`src/rtl/pll_seq_pkg.sv`:
```
package pll_seq_pkg;

  localparam int NUM_RATES = 11;

  // control -> datapath strobes
  typedef struct packed {
    logic accept;     // latch target, load settling count
    logic writeWord;  // write control word, load lock count
    logic commit;     // target becomes current rate
  } seqStrb_t;

  function automatic int rateMhz(input int idx);
    case (idx)
      0: return 1536;
      1: return 1488;
      2: return 1320;
      3: return 1200;
      4: return 1008;
      5: return 816;
      6: return 720;
      7: return 600;
      8: return 504;
      9: return 408;
      default: return 312;
    endcase
  endfunction

  function automatic int odCode(input int rate);
    if (rate < 600) return 2;
    else if (rate < 1200) return 1;
    else return 0;
  endfunction

  function automatic logic [31:0] makeWord(input int idx, input int xtal);
    logic [31:0] w;
    int od;
    int mul;
    od  = odCode(rateMhz(idx));
    mul = (rateMhz(idx) / xtal) << od;
    w = '0;
    w[8:0]   = 9'(mul);
    w[14:9]  = 6'd1;
    w[17:16] = 2'(od);
    return w;
  endfunction

endpackage

```
`src/rtl/pll_seq_dp.sv`:
```
module pll_seq_dp
  import pll_seq_pkg::*;
#(
  parameter int IDX_W      = 4,
  parameter int CNT_W      = 14,
  parameter int TRY_W      = 3,
  parameter int XTAL_MHZ   = 24,
  parameter int SETTLE_MUL = 100,
  parameter int LOCK_MUL   = 500,
  parameter int MAX_TRIES  = 4,
  parameter int RESET_IDX  = 0
) (
  input  logic             clk,
  input  logic             rstN,
  input  seqStrb_t         strb,
  input  logic [IDX_W-1:0] reqIdx,
  output logic             idxValid,
  output logic             cntZero,
  output logic             lastTry,
  output logic [31:0]      pllWord,
  output logic             pllWrite
);

  localparam int SEL_W  = $clog2(NUM_RATES);
  localparam int LSEL_W = $clog2(NUM_RATES * NUM_RATES);

  function automatic int settleCycles(input int oldI);
    int v;
    v = SETTLE_MUL * rateMhz(oldI) / XTAL_MHZ;
    return (v < 1) ? 1 : v;
  endfunction

  function automatic int lockCycles(input int oldI, input int newI);
    int v;
    v = LOCK_MUL * rateMhz(oldI) / rateMhz(newI);
    return (v < 2) ? 2 : v;
  endfunction

  logic [31:0]      wordTab   [NUM_RATES];
  logic [CNT_W-1:0] settleTab [NUM_RATES];
  logic [CNT_W-1:0] lockTab   [NUM_RATES*NUM_RATES];

  for (genvar i = 0; i < NUM_RATES; i++) begin : g_old
    assign wordTab[i]   = makeWord(i, XTAL_MHZ);
    assign settleTab[i] = CNT_W'(settleCycles(i));
    for (genvar j = 0; j < NUM_RATES; j++) begin : g_new
      assign lockTab[i*NUM_RATES+j] = CNT_W'(lockCycles(i, j));
    end
  end

  logic [IDX_W-1:0]  curIdx;
  logic [IDX_W-1:0]  newIdx;
  logic [CNT_W-1:0]  cnt;
  logic [TRY_W-1:0]  tries;
  logic [LSEL_W-1:0] lockSel;

  assign lockSel  = LSEL_W'(curIdx) * LSEL_W'(NUM_RATES) + LSEL_W'(newIdx);
  assign idxValid = (reqIdx < IDX_W'(NUM_RATES));
  assign cntZero  = (cnt == '0);
  assign lastTry  = (tries >= TRY_W'(MAX_TRIES));

  always_ff @(posedge clk or negedge rstN) begin
    if (!rstN) begin
      curIdx   <= IDX_W'(RESET_IDX);
      newIdx   <= IDX_W'(RESET_IDX);
      cnt      <= '0;
      tries    <= '0;
      pllWord  <= makeWord(RESET_IDX, XTAL_MHZ);
      pllWrite <= 1'b0;
    end else begin
      pllWrite <= 1'b0;
      if (strb.accept) begin
        newIdx <= reqIdx;
        cnt    <= settleTab[SEL_W'(curIdx)] - 1'b1;
        tries  <= '0;
      end else if (strb.writeWord) begin
        cnt      <= lockTab[lockSel] - 1'b1;
        pllWord  <= wordTab[SEL_W'(newIdx)];
        pllWrite <= 1'b1;
        tries    <= tries + 1'b1;
      end else if (cnt != '0) begin
        cnt <= cnt - 1'b1;
      end
      if (strb.commit) curIdx <= newIdx;
    end
  end

  // word only changes on a write strobe
  p_word_on_write_r1: assert property (@(posedge clk) disable iff (!rstN)
    !pllWrite |-> pllWord == $past(pllWord));
  // write strobe lasts one cycle
  p_write_pulse_r5: assert property (@(posedge clk) disable iff (!rstN)
    pllWrite |=> !pllWrite);
  // pre-divider field is fixed at one
  always_comb begin
    if (rstN) p_prediv_r1: assert (pllWord[14:9] == 6'd1);
  end

endmodule

```
`src/rtl/pll_seq_ctrl.sv`:
```
module pll_seq_ctrl
  import pll_seq_pkg::*;
(
  input  logic     clk,
  input  logic     rstN,
  input  logic     req,
  input  logic     idxValid,
  input  logic     cntZero,
  input  logic     lastTry,
  input  logic     pllLock,
  output seqStrb_t strb,
  output logic     busy,
  output logic     done,
  output logic     reqErr,
  output logic     lockErr,
  output logic     clkSel
);

  typedef enum logic [1:0] {S_IDLE, S_SETTLE, S_LOCKWAIT} seqState_t;
  seqState_t state;

  always_comb begin
    strb.accept    = (state == S_IDLE) && req && idxValid;
    strb.writeWord = ((state == S_SETTLE) && cntZero) ||
                     ((state == S_LOCKWAIT) && cntZero && !pllLock && !lastTry);
    strb.commit    = (state == S_LOCKWAIT) && cntZero && pllLock;
  end

  always_ff @(posedge clk or negedge rstN) begin
    if (!rstN) begin
      state   <= S_IDLE;
      busy    <= 1'b0;
      done    <= 1'b0;
      reqErr  <= 1'b0;
      lockErr <= 1'b0;
      clkSel  <= 1'b1;
    end else begin
      done   <= 1'b0;
      reqErr <= 1'b0;
      case (state)
        S_IDLE: if (req) begin
          if (idxValid) begin
            busy    <= 1'b1;
            clkSel  <= 1'b0;
            lockErr <= 1'b0;
            state   <= S_SETTLE;
          end else begin
            reqErr <= 1'b1;
          end
        end
        S_SETTLE: if (cntZero) begin
          clkSel <= 1'b1;
          state  <= S_LOCKWAIT;
        end
        S_LOCKWAIT: if (cntZero) begin
          if (pllLock) begin
            done  <= 1'b1;
            busy  <= 1'b0;
            state <= S_IDLE;
          end else if (lastTry) begin
            lockErr <= 1'b1;
            clkSel  <= 1'b0;
            busy    <= 1'b0;
            state   <= S_IDLE;
          end
        end
        default: state <= S_IDLE;
      endcase
    end
  end

  // entering a sequence parks the clock on the crystal
  p_busy_crystal_r3: assert property (@(posedge clk) disable iff (!rstN)
    $rose(busy) |-> !clkSel);
  // done is a single-cycle pulse outside busy
  p_done_pulse_r7: assert property (@(posedge clk) disable iff (!rstN)
    done |=> !done);
  p_done_idle_r7: assert property (@(posedge clk) disable iff (!rstN)
    done |-> !busy);
  // request error only while idle, one cycle
  p_reqerr_pulse_r9: assert property (@(posedge clk) disable iff (!rstN)
    reqErr |-> !busy && !done);
  // failed sequence leaves the core on the crystal
  p_fail_crystal_r10: assert property (@(posedge clk) disable iff (!rstN)
    lockErr |-> !clkSel && !busy);

endmodule

```
`src/rtl/pll_freq_seq.sv`:
```
module pll_freq_seq
  import pll_seq_pkg::*;
#(
  parameter int IDX_W      = 4,
  parameter int CNT_W      = 14,
  parameter int XTAL_MHZ   = 24,
  parameter int SETTLE_MUL = 100,
  parameter int LOCK_MUL   = 500,
  parameter int MAX_TRIES  = 4,
  parameter int RESET_IDX  = 0
) (
  input  logic             clk,
  input  logic             rstN,
  input  logic             req,
  input  logic [IDX_W-1:0] reqIdx,
  output logic             busy,
  output logic             done,
  output logic             reqErr,
  output logic             lockErr,
  output logic [31:0]      pllWord,
  output logic             pllWrite,
  input  logic             pllLock,
  output logic             clkSel
);

  localparam int TRY_W = $clog2(MAX_TRIES + 1);

  seqStrb_t strb;
  logic     idxValid;
  logic     cntZero;
  logic     lastTry;

  pll_seq_ctrl u_ctrl (
    .clk(clk), .rstN(rstN), .req(req), .idxValid(idxValid),
    .cntZero(cntZero), .lastTry(lastTry), .pllLock(pllLock),
    .strb(strb), .busy(busy), .done(done), .reqErr(reqErr),
    .lockErr(lockErr), .clkSel(clkSel)
  );

  pll_seq_dp #(
    .IDX_W(IDX_W), .CNT_W(CNT_W), .TRY_W(TRY_W), .XTAL_MHZ(XTAL_MHZ),
    .SETTLE_MUL(SETTLE_MUL), .LOCK_MUL(LOCK_MUL),
    .MAX_TRIES(MAX_TRIES), .RESET_IDX(RESET_IDX)
  ) u_dp (
    .clk(clk), .rstN(rstN), .strb(strb), .reqIdx(reqIdx),
    .idxValid(idxValid), .cntZero(cntZero), .lastTry(lastTry),
    .pllWord(pllWord), .pllWrite(pllWrite)
  );

  // mux returns to the PLL only together with a write
  p_sel_with_write_r5: assert property (@(posedge clk) disable iff (!rstN)
    $rose(clkSel) |-> pllWrite);
  p_write_on_pll_r5: assert property (@(posedge clk) disable iff (!rstN)
    pllWrite |-> clkSel && busy);

endmodule

```
`config.mk`:
```
export PLATFORM = sky130hd
export DESIGN_NAME = pll_freq_seq
export DESIGN_NICKNAME = d
export VERILOG_FILES = /design/src/rtl/pll_seq_pkg.sv /design/src/rtl/pll_seq_dp.sv /design/src/rtl/pll_seq_ctrl.sv /design/src/rtl/pll_freq_seq.sv
export SDC_FILE = /design/constraint.sdc
export NUM_CORES = 1
export LEC_CHECK = 0
export ABC_CLOCK_PERIOD_IN_PS = 5950
export BUFFER_PORTS_ARGS = -buffer_cell sky130_fd_sc_hd__clkbuf_2
export CORE_UTILIZATION = 30
export DETAILED_ROUTE_END_ITERATION = 6
export SYNTH_ARGS = -nofsm -noshare
export SYNTH_HDL_FRONTEND = slang
export SYNTH_HIERARCHICAL = 1
export SYNTH_SLANG_ARGS = --single-unit
```
`constraint.sdc`:
```
create_clock -name clk -period 5.95 [get_ports clk]
set_clock_uncertainty 0.05 [all_clocks]
set_input_delay 0.2975 -clock clk [delete_from_list [all_inputs] [get_ports clk]]
set_output_delay 0.2975 -clock clk [all_outputs]
set_load 0.05 [all_outputs]
```
=== After elaboration in Yosys (flattened, before gate mapping) ===
Memories as Yosys holds them, arrays and structs flattened. A register that Yosys moved wholly into a read port is not among the register bits.
Cells that the tools add are included.

* Bits in registers: 33
* Bits in latches: 0
* Memory bits (writable): 0
* ROM bits: 2528
* Bits of input ports: 8
* Output and inout port bits: 38
* Word-level logic and storage cells: 100
* Memories: 3

* Add/subtract/negate cells: 5
* Multiply operators: 1
* Div/mod/pow operators: 0
* $lt $le $gt $ge: 4
* Equal/unequal tests: 9
* Shifts and indexed selects: 0
* Mux-type cells: 40
* Bitwise gates (word level): 4
* Reduce and logical (&&, ||, !) cells: 23

{| class="wikitable"
|+ Memory list
! memory !! words !! width !! read ports !! clocked after Yosys merged registers in !! wr ports !! RTL line !! text
|-
| (name not given) || 128 || 14 || 1 || 0 || 0 || pll_seq_dp.sv:77 || <nowiki>cnt <= lockTab[lockSel] - 1'b1;</nowiki>
|-
| (name not given) || 16 || 32 || 1 || 1 || 0 || pll_seq_dp.sv:78 || <nowiki>pllWord <= wordTab[SEL_W'(newIdx)];</nowiki>
|-
| (name not given) || 16 || 14 || 1 || 0 || 0 || pll_seq_dp.sv:74 || <nowiki>cnt <= settleTab[SEL_W'(curIdx)] - 1'b1;</nowiki>
|}

{| class="wikitable"
|+ Operator list
! kind !! number
|-
| $mux W14 || 7
|-
| $sub A14 B1 Y14 const B || 3
|-
| $mux W1 || 21
|-
| $logic_not A14 Y1 || 1
|-
| $reduce_bool A14 Y1 || 1
|-
| $mux W2 || 6
|-
| $not A4 Y5 || 2
|-
| $reduce_and A5 Y1 || 2
|-
| $ge A8 B8 Y1 const B || 1
|-
| $ne A2 B1 Y1 const B || 4
|-
| $not A7 Y8 || 1
|-
| $add A7 B4 Y7 || 1
|-
| $logic_and A1 B1 Y1 || 7
|-
| $mul A4 B4 Y7 const B || 1
|-
| $reduce_and A7 Y1 || 1
|-
| $mux W3 || 2
|-
| $pmux W2 S3 || 1
|-
| $reduce_and A6 Y1 || 1
|-
| $reduce_bool A3 Y1 || 2
|-
| $ge A5 B5 Y1 const B || 1
|-
| $lt A4 B4 Y1 const B || 1
|-
| $ne A2 B2 Y1 const B || 2
|-
| $pmux W1 S2 || 2
|-
| $reduce_bool A2 Y1 || 2
|-
| other kinds (11) || 13
|}

=== Longest topological paths before layout ===
Gate-level depths: netlist of run 1.

* Depth after elaboration: 9
* Gate-level depth with buffers: 22
* Depth with buffers taken out: 20

=== By module ===
The synthesis of run 1 kept the hierarchy.

{| class="wikitable"
|+ By module, submodules not included
! module !! instances !! cells an instance !! area each (µm²) !! sequential area each (µm²)
|-
| pll_seq_dp || 1 || 726 || 5340.1 || 877.1
|-
| pll_seq_ctrl || 1 || 28 || 322.8 || 176.4
|}

=== Worst setup path before layout of run 1 ===
Ideal clock, no wire load.

* Path type: reg-to-reg
* Start point: register u_dp.curIdx[1]
* End point: register u_dp.cnt[12]
* Setup time: 0.136 ns
* Data arrival time: 4.494 ns
* Data required time: 5.764 ns
* Slack: 1.269 ns
* Stages on the path, launching flop included: 22
* Buffers on the path: 2
* Period minus slack after synthesis: 4.681 ns
* Cell sequence: dfrtp_1 > inv_1 > ha_1 > ha_1 > ha_1 > clkbuf_1 > inv_1 > ha_1 > buf_2 > nand2_1 > a21oi_1 > o221a_1 > a311o_1 > o311ai_1 > o21ai_1 > o21ai_0 > ha_1 > o21ai_0 > a211oi_4 > nand4_1 > xnor2_1 > o32ai_1

* Word-level cells in the longest chain between the ends: 9
* Elaborated cells between the ends (all ways): 14
* Those cells by class: add/sub (3); mul (1); mux (6); bitwise (2); memory (2)

{| class="wikitable"
|+ Ends and longest elaborated chain
! element !! RTL line !! text
|-
| from (decl) || pll_seq_dp.sv:51 || <nowiki>logic [IDX_W-1:0] curIdx;</nowiki>
|-
| from (signal assigned) || pll_seq_dp.sv:64 || <nowiki>curIdx <= IDX_W'(RESET_IDX);</nowiki>
|-
| from (signal assigned) || pll_seq_dp.sv:84 || <nowiki>if (strb.commit) curIdx <= newIdx;</nowiki>
|-
| $mul A4 B4 Y7 || pll_seq_dp.sv:57 || <nowiki>assign lockSel = LSEL_W'(curIdx) * LSEL_W'(NUM_RATES) + LSEL_W'(newIdx);</nowiki>
|-
| $add A7 B4 Y7 || pll_seq_dp.sv:57 ||
|-
| $not A7 Y8 (implied by the code) || pll_seq_dp.sv:77 ||
|-
| $mem_v2 Z128 W14 || n/a ||
|-
| $mux W14 (implied by the code) (2 in series) || pll_seq_dp.sv:77 ||
|-
| $sub A14 B1 Y14 || pll_seq_dp.sv:77 ||
|-
| $mux W14 || pll_seq_dp.sv:76 || <nowiki>end else if (strb.writeWord) begin</nowiki>
|-
| $mux W14 * || pll_seq_dp.sv:72 || <nowiki>if (strb.accept) begin</nowiki>
|-
| to (signal assigned) || pll_seq_dp.sv:74 ||
|-
| to (signal assigned) || pll_seq_dp.sv:77 ||
|-
| to (signal assigned) || pll_seq_dp.sv:82 || <nowiki>cnt <= cnt - 1'b1;</nowiki>
|-
| to (decl) || pll_seq_dp.sv:53 || <nowiki>logic [CNT_W-1:0] cnt;</nowiki>
|}

Mark *: on every way between the ends. The rest lies on a longest branch, timed or not. The select of a mux whose other input is x is not followed.
A chain may end at the register's enable or synchronous reset.

=== Worst setup path in the final report of run 1 ===
Same ends and word-level chain as after synthesis.

==> results of run 1 <==
==> cells in the final DEF, fill, tap and decap left out, drive strengths merged, types with 9 or more instances in the layout <==
master / count
nor2: 72
nand2: 71
o21ai: 66
a21oi: 50
dfrtp: 40
ha: 37
buf: 30
inv: 28
clkbuf: 28
conb: 23
a211oi: 22
nor3: 19
nand3: 16
mux2i: 16
nand2b: 15
xnor2: 15
o211ai: 13
nor2b: 11
a31oi: 9
==> sequential cells by signal, summed over array words and instances (netlist names) <==
name / cells
u_ctrl/busy: 1
u_ctrl/state: 2
u_ctrl/reqErr: 1
u_dp/tries: 3
u_ctrl/clkSel: 1
u_dp/cnt: 14
u_ctrl/done: 1
u_ctrl/lockErr: 1
u_dp/pllWrite: 1
u_dp/pllWord: 9
u_dp/newIdx: 4
u_dp/curIdx: 4
==> worst paths after layout <==
check                                     start              end  slack [ps]  cells after the start
max in group asynchronous                  rstN  u_dp/pllWord[3]        5080                      1
min in group clk                      reqIdx[2]   u_dp/newIdx[2]         200                      3
worst max-delay path             u_dp/curIdx[1]     u_dp/cnt[12]         440                     20
worst max register to register   u_dp/curIdx[1]     u_dp/cnt[12]         440                     20
worst min-delay path                       rstN    u_dp/tries[1]         140                      1
worst min register to register  u_dp/pllWord[6]  u_dp/pllWord[6]         410                      2
==> worst register-to-register path, delay by kind of cell, from the launching register on <==
| family | cells | cell delay [ps] |
|---|---|---|
| buffers and inverters | 4 | 730 |
| DFF | 1 | 490 |
| adders and majority gates | 5 | 1910 |
| AOI/OAI and AO/OA | 7 | 1420 |
| xor gates and xnor gates | 1 | 200 |
| and+or+nand+nor | 3 | 560 |
==> kinds of logic (layout without fill, tap and decap cells) <==
group                    Yosys count  count (layout)
multiplexers                      25              25
buffers and inverters            114              90
flip-flops                        42              42
XOR/XNOR                          23              23
other                              2              23
AO/OA/AOI/OAI                    259             259
AND/OR/NAND/NOR                  250             250
adder cells (fa/ha/maj)           39              39
==> area by class of cell <==
| cell class | count | area [um^2] | area share (%) |
|---|---|---|---|
| multi-input combinational | 619 | 4150 | 68.2 |
| sequential | 42 | 1050 | 17.3 |
| timing repair buffer | 52 | 335 | 5.50 |
| tap | 229 | 287 | 4.70 |
| clock buffer | 6 | 139 | 2.28 |
| inverter | 30 | 113 | 1.85 |
| clock inverter | 2 | 12.5 | 0.205 |
==> routing by layer <==
layer | vias up | part of all wire, % | wire length (um) | GRT usage [%]
met2 | 364 | 43 | 7970 | 28.3
met1 | 2759 | 43 | 7950 | 26.3
li1 | 2721 | - | - | -
met3 | 72 | 9.6 | 1770 | 3.03
met5 | - | 0 | 0 | 0
met4 | 0 | 4.0 | 743 | 8.48
==> stage by stage <==
step	hold slack, ps	instance area (um^2)	util (%)
floorplan	-48.1	5740	-
global placement	403	5940	32.6
detailed placement	404	5940	32.6
CTS	176	6090	33.5
global route	217	6090	33.5
finish	138	6090	33.5
==> out/results.txt, run 1 <==
status - finished clean
Final min period - 5510 ps
# Post-CTS Setup Buffers - 0
Initial Utilization - 31.1%
Core ar. - 18200 um^2
Post-layout nets - 797
Chip Width - 139 um
Finished Layout Cells - 980
hpwl dp - 13400 um
largest family of logic cells by synthesized area - compound AO/OA/AOI/OAI gates
Clock Sinks - 42
grt total ovfl - 0
routed wire length - 18400 um
Top-Level Pins - 46
critical path data required time - 6040 ps
critical-path cell list - inv_1 > ha_1 > ha_1 > ha_1 > inv_1 > fa_2 > buf_4 > nand2_1 > nor2_1 > o41ai_1 > o22a_1 > o22ai_1 > a21oi_1 > inv_1 > ha_1 > o21ai_0 > a211oi_4 > nand4_1 > xnor2_1 > o32ai_1
vias in the first global route - 5417
dpl cells - 972
CTS tree - yes
ys flop type - dfrtp_1
largest cells by area after synthesis - dfrtp_1 (18%), ha_1 (8.2%), o21ai_0 (5.1%), nor2_1 (4.8%), nand2_1 (4.6%)
First-pass DRT Iterations - 7
unrepaired setup endpoints after global routing - false
warnings from Yosys - 6
crit path DAT - 5600 ps
max_slew headroom - 31.1%
layout cells sized above 1 - 12.9%
crit end category - flop
Mapped Area - 5660 um^2
Area growth syn-to-layout - 7.60%
Buf/Inv on CP - 4
# diodes - 0
Fin Setup TNS - 0 ps
number of vias in the routed layout - 5916
root buffer cell - clkbuf_16
H-Tree Depth - 2
Synth top area share - 17.7%
pin count of the biggest net entering global routing - 43
Max Freq - 182 MHz
CTS Buf Count - 5
CTS resizes - 0
xor and xnor area share after synthesis - 3.95%
Post-synth EDFFs - 0
die area - 19400 um^2
number of setup violations in the final report - 0
post-DR wirelength/cell - 18.8 um
GP Congestion - 1.01
Post-Syn Instances - 754
number of synthesized register bits - 42
CP dominant cell by count - ha_1
Slowest-stage cell, CP - fa_2
top post-synthesis cells by count - nor2_1 (72), nand2_1 (70), o21ai_0 (58)
worst slew pin tran - 1030 ps
max_cap viols - 0
CTS Buffer Depth - 2
number of cell rows - 49
Die H - 139 um
hold bufs inserted after CTS - 0
top cell type by total area after synthesis - dfrtp_1
GRT Total Usage - 18.8%
adder-cell share of the synthesized area - 8.88%
post-synthesis cell type count - 91
DRT iter0 DRCs - 754
fin crit share - 92.6%
CP Max Fanout - 33
DRC viols - 0
mux contribution to synthesized area - 5.02%
cell with the most instances after synthesis - nor2_1
Clock Latency Late Sink - 280 ps
Reg clk slew, reported paths - 60 ps
Final Hold Vio Count - 0
Avg Inst Size Synth - 7.51 um^2
DR vias/cell - 6.04
initial antenna violation count - 0
setup slack after layout - 443 ps
kind of critical path - reg -> reg
Critical Path Max Stage Delay - 900 ps
Slew Limit Fails - 0
Worst path top cell family by delay - adder cells
Place WS - 580 ps
Seq/Total Area, Yosys - 18.6%
Synth async-reset ratio - 100%
HP Class - in -> async
first-pass GRT wire length - 29600 um
fill count - 1920
Synth Area in Compound Gates - 31.7%
PortBufs - 22
Post-Synth Simple-Gate Area - 21.7%
Critical Path Source Type - flop
antenna viol nets, final - 0
Power of run 1 is not shown: default switching activity piles up to over one toggle a cycle in this logic, so the estimate is an artifact.
==> inputs of run 2 (changes only) <==
--- a/config.mk
+++ b/config.mk
@@ -6,7 +6,7 @@
 export NUM_CORES = 1
 export LEC_CHECK = 0
 export ABC_CLOCK_PERIOD_IN_PS = 5950
-export BUFFER_PORTS_ARGS = -buffer_cell sky130_fd_sc_hd__clkbuf_2
+export BUFFER_PORTS_ARGS = -buffer_cell sky130_fd_sc_hd__buf_2
 export CORE_UTILIZATION = 30
 export DETAILED_ROUTE_END_ITERATION = 6
 export SYNTH_ARGS = -nofsm -noshare
==> run 2 against run 1 <==
  * Largest cell class unchanged
  * Critical path depth shrank 2
  * First-iteration DRC count decreased by 9.7%
  * Routed wire length is 1.6% higher
  * Hold slack got worse by 34 ps
  * Setup slack better by 61 ps
  * Design area up 0.33%
  * Core utilization is 0.11 points higher
  * Die area is the same
==> out/results.txt, run 2 (synthesized netlist as in run 1, its figures left out) <==
status - finished clean
Initial Utilization - 31.1%
Core ar. - 18200 um^2
CTS Buf Count - 5
initial antenna violation count - 0
Die H - 139 um
crit end category - flop
hold bufs inserted after CTS - 0
antenna viol nets, final - 0
CP Max Fanout - 21
setup slack after layout - 504 ps
number of vias in the routed layout - 5903
GRT Total Usage - 19.1%
pin count of the biggest net entering global routing - 43
crit path DAT - 5550 ps
unrepaired setup endpoints after global routing - false
Clock Sinks - 42
Slew Limit Fails - 0
biggest regs - u_dp/cnt x14, u_dp/pllWord x9
First-pass DRT Iterations - 6
Post-Route Utilization - 33.6%
CP dominant cell by count - ha_1
DRC viols - 0
hpwl dp - 13700 um
Critical Path Max Stage Delay - 540 ps
routed wire length - 18700 um
CTS resizes - 0
critical path data required time - 6050 ps
max_cap viols - 0
first-pass GRT wire length - 30000 um
Largest register FFs - 14
Worst path top cell family by delay - adder cells
Post-layout nets - 798
Buf/Inv on CP - 1
Clock Latency Late Sink - 290 ps
Finished Layout Cells - 981
Reg clk slew, reported paths - 60 ps
cell depth of the worst setup path - 18
# diodes - 0
vias in the first global route - 5441
most frequent cells in the layout - nor2_1 (71), nand2_1 (70), o21ai_0 (58)
Max Freq - 184 MHz
GP Congestion - 0.989
number of setup violations in the final report - 0
H-Tree Depth - 2
Place WS - 550 ps
fin crit share - 91.5%
Final Hold Vio Count - 0
Fin Setup TNS - 0 ps
layout cells sized above 1 - 12.9%
worst slew pin tran - 917 ps
kind of critical path - reg -> reg
max_slew headroom - 37.3%
DR vias/cell - 6.02
number of cell rows - 49
Biggest register - u_dp/cnt
fill count - 1950
CTS Buffer Depth - 2
Top-Level Pins - 46
critical-path cell list - ha_1 > ha_1 > fa_1 > ha_1 > nor2_1 > o21ba_1 > nor2_1 > buf_4 > mux4_2 > nor2_1 > o21ai_1 > o21ai_0 > ha_1 > o21ai_0 > a211oi_4 > nand4_1 > xnor2_1 > o32ai_1
Chip Width - 139 um
root buffer cell - clkbuf_16
commonest non-fill, non-tap cell in the layout - nor2_1
Slowest-stage cell, CP - ha_1
Area growth syn-to-layout - 7.95%
Critical Path Source Type - flop
DRT iter0 DRCs - 681
PortBufs - 22
# Post-CTS Setup Buffers - 0
grt total ovfl - 0
dpl cells - 973
post-DR wirelength/cell - 19.1 um
Reg2Reg Depth - 18
CTS tree - yes
die area - 19400 um^2
Final min period - 5450 ps
HP Class - in -> async
==> run 2: layout make-up <==
| type | instances | area, um^2 | area share (%) |
|---|---|---|---|
| inverters | 30 | 113 | 1.84 |
| clock buffers | 7 | 143 | 2.33 |
| well taps | 229 | 287 | 4.69 |
| flip-flops and latches | 42 | 1050 | 17.2 |
| clock inverters | 1 | 8.76 | 0.143 |
| repair buffers | 53 | 355 | 5.81 |
| multi-input cells | 619 | 4150 | 67.9 |
==> run 2: final timing paths <==
check                                      from  slack, ps              end
min in group clk                      reqIdx[1]        190   u_dp/newIdx[1]
worst min register to register  u_dp/pllWord[6]        410  u_dp/pllWord[6]
max in group asynchronous                  rstN       5150   u_dp/curIdx[2]
worst min-delay path                       rstN        100      u_ctrl/done
worst max-delay path             u_dp/curIdx[0]        500     u_dp/cnt[12]
worst max register to register   u_dp/curIdx[0]        500     u_dp/cnt[12]
==> run 2: stage by stage <==
stage | area (um^2) | hold WS [ps]
finish | 6110 | 104
floorplan | 5740 | -48.1
detailed placement | 5960 | 404
global placement | 5960 | 399
CTS | 6110 | 142
global route | 6110 | 197
==> run 2: worst reg2reg max path: cells and delay by family (launching register included) <==
family | cells | cell delay, ps
compound gates | 6 | 1380
xor+xnor | 1 | 200
simple gates | 4 | 570
fa+ha+maj | 5 | 1880
flops | 1 | 450
mux | 1 | 540
buf+inv | 1 | 280
==> run 2: per-layer routing <==
metal	up-vias	global-route usage, %	routed length, um
met5	-	0	0
met4	0	6.96	605
met3	52	2.24	1740
met2	377	30.1	8210
met1	2758	26.8	8160
li1	2716	-	-
Power of run 2 is left out for the same reason.
==> inputs of run 3 (changes only) <==
--- a/config.mk
+++ b/config.mk
@@ -7,6 +7,7 @@
 export LEC_CHECK = 0
 export ABC_CLOCK_PERIOD_IN_PS = 5950
 export BUFFER_PORTS_ARGS = -buffer_cell sky130_fd_sc_hd__buf_2
+export CORE_ASPECT_RATIO = 1.5
 export CORE_UTILIZATION = 30
 export DETAILED_ROUTE_END_ITERATION = 6
 export SYNTH_ARGS = -nofsm -noshare
==> run 3 against run 2 <==
  * Non-clock buffer count increased by 6
  * Via count increased by 0.71%
  * First-iteration DRC count decreased by 25%
  * Critical endpoint unchanged
==> out/results.txt, run 3 (synthesized netlist as in run 1, its figures left out) <==
status - finished clean
cell depth of the worst setup path - 17
max_slew headroom - 36.1%
CTS tree - yes
GRT Total Usage - 21.5%
Post-layout nets - 804
CTS Buffer Depth - 2
Final min period - 5510 ps
Slew Limit Fails - 0
die area - 19400 um^2
DRT iter0 DRCs - 508
DR vias/cell - 5.89
root buffer cell - clkbuf_16
CTS resizes - 0
vias in the first global route - 5691
unrepaired setup endpoints after global routing - false
Reg clk slew, reported paths - 60 ps
CTS Buf Count - 5
Final Hold Vio Count - 0
dpl cell area - 6040 um^2
Clock Latency Late Sink - 280 ps
Buf/Inv on CP - 0
max_cap viols - 0
Max Freq - 181 MHz
CP dominant cell by count - ha_1
initial antenna violation count - 0
met2 WL - 10300 um
Reg area - 1050 um^2
commonest non-fill, non-tap cell in the layout - nor2_1
biggest regs - u_dp/cnt x14, u_dp/pllWord x9
DRC viols - 0
Worst path top cell family by delay - compound AO/OA/AOI/OAI gates
crit end category - flop
top routing layer in use - met4
PortBufs - 22
most frequent cells in the layout - nor2_1 (71), nand2_1 (70), o21ai_0 (58)
Critical Path Source Type - flop
Core ar. - 18500 um^2
number of setup violations in the final report - 0
# Post-CTS Setup Buffers - 0
layout cells sized above 1 - 13.3%
setup slack after layout - 435 ps
Biggest register - u_dp/cnt
post-route cell area - 6170 um^2
First-pass DRT Iterations - 5
hold bufs inserted after CTS - 0
worst slew pin tran - 959 ps
flop2flop setup slack - 440 ps
Critical Path Max Stage Delay - 540 ps
critical-path cell list - ha_1 > ha_1 > fa_1 > ha_1 > nor2b_1 > o21ai_2 > a21oi_2 > a211oi_1 > o311ai_1 > o21ai_1 > o21ai_0 > ha_1 > o21ai_0 > a211oi_4 > nand4_1 > xnor2_1 > o32ai_1
Chip Width - 114 um
Top-Level Pins - 46
pin count of the biggest net entering global routing - 43
Area growth syn-to-layout - 8.99%
met3 wire length - 1470 um
fin crit share - 92.7%
H-Tree Depth - 2
number of cell rows - 61
critical path data required time - 6050 ps
CP Max Fanout - 7
GP Congestion - 1.03
Worst Setup SP - u_dp/curIdx[0]
first-pass GRT wire length - 32200 um
# diodes - 0
Clock Sinks - 42
Reg2Reg Depth - 17
hpwl dp - 15500 um
post-DR wirelength/cell - 20.4 um
number of vias in the routed layout - 5945
fill count - 1998
crit path DAT - 5610 ps
routed wire length - 20600 um
kind of critical path - reg -> reg
met1 wire length - 7310 um
antenna viol nets, final - 0
Initial Utilization - 30.5%
Place WS - 492 ps
area of the multi-input gates - 4150 um^2
Largest register FFs - 14
Fin Setup TNS - 0 ps
HP Class - in -> async
Slowest-stage cell, CP - ha_1
Die H - 170 um
grt total ovfl - 0
FF-to-FF Start - u_dp/curIdx[0]
run 3: cell types whose count changed in the layout (fill, tap and decap cells not counted), sizes merged:
| cell | before | now |
|---|---|---|
| buf | 53 | 59 |
| clkbuf | 7 | 8 |
| inv | 29 | 28 |
run 3: layer usage:
metal  up-vias  track usage (%)
li1       2725                -
met1      2766             23.6
met2       345             38.3
met3       109             2.39
met4         0             15.1
met5         -                0
run 3: layout make-up:
type	instances	share of cell area, %
Clock buffer	8	2.21
Inverter	30	1.82
Multi-Input combinational cell	619	67.3
Sequential cell	42	17.1
Tap cell	252	5.11
Timing Repair Buffer	59	6.49
run 3: stage by stage:
step	utilization [%]	hold WS [ps]	instances
CTS	33.3	157	1010
finish	33.3	118	1010
global placement	32.5	396	1002
floorplan	-	-48.1	775
global route	33.3	208	1010
detailed placement	32.5	397	1002
run 3: path summary, 6_finish.rpt:
check | end
max in group asynchronous | u_dp/pllWord[0]
hold reg to reg | u_dp/pllWord[6]
min in group clk | u_dp/newIdx[1]
setup reg to reg | u_dp/cnt[12]
hold / removal | u_dp/cnt[2]
setup / recovery | u_dp/cnt[12]
run 3: worst reg2reg max path, cell delays in order, from the launching register on:
cell and delay [ps]:
dfrtp_1 440, ha_1 320, ha_1 300, fa_1 470
ha_1 540, nor2b_1 330, o21ai_2 180, a21oi_2 500
a211oi_1 90, o311ai_1 390, o21ai_1 210, o21ai_0 340
ha_1 250, o21ai_0 150, a211oi_4 360, nand4_1 170
xnor2_1 200, o32ai_1 100
Power of run 3 is left out for the same reason.
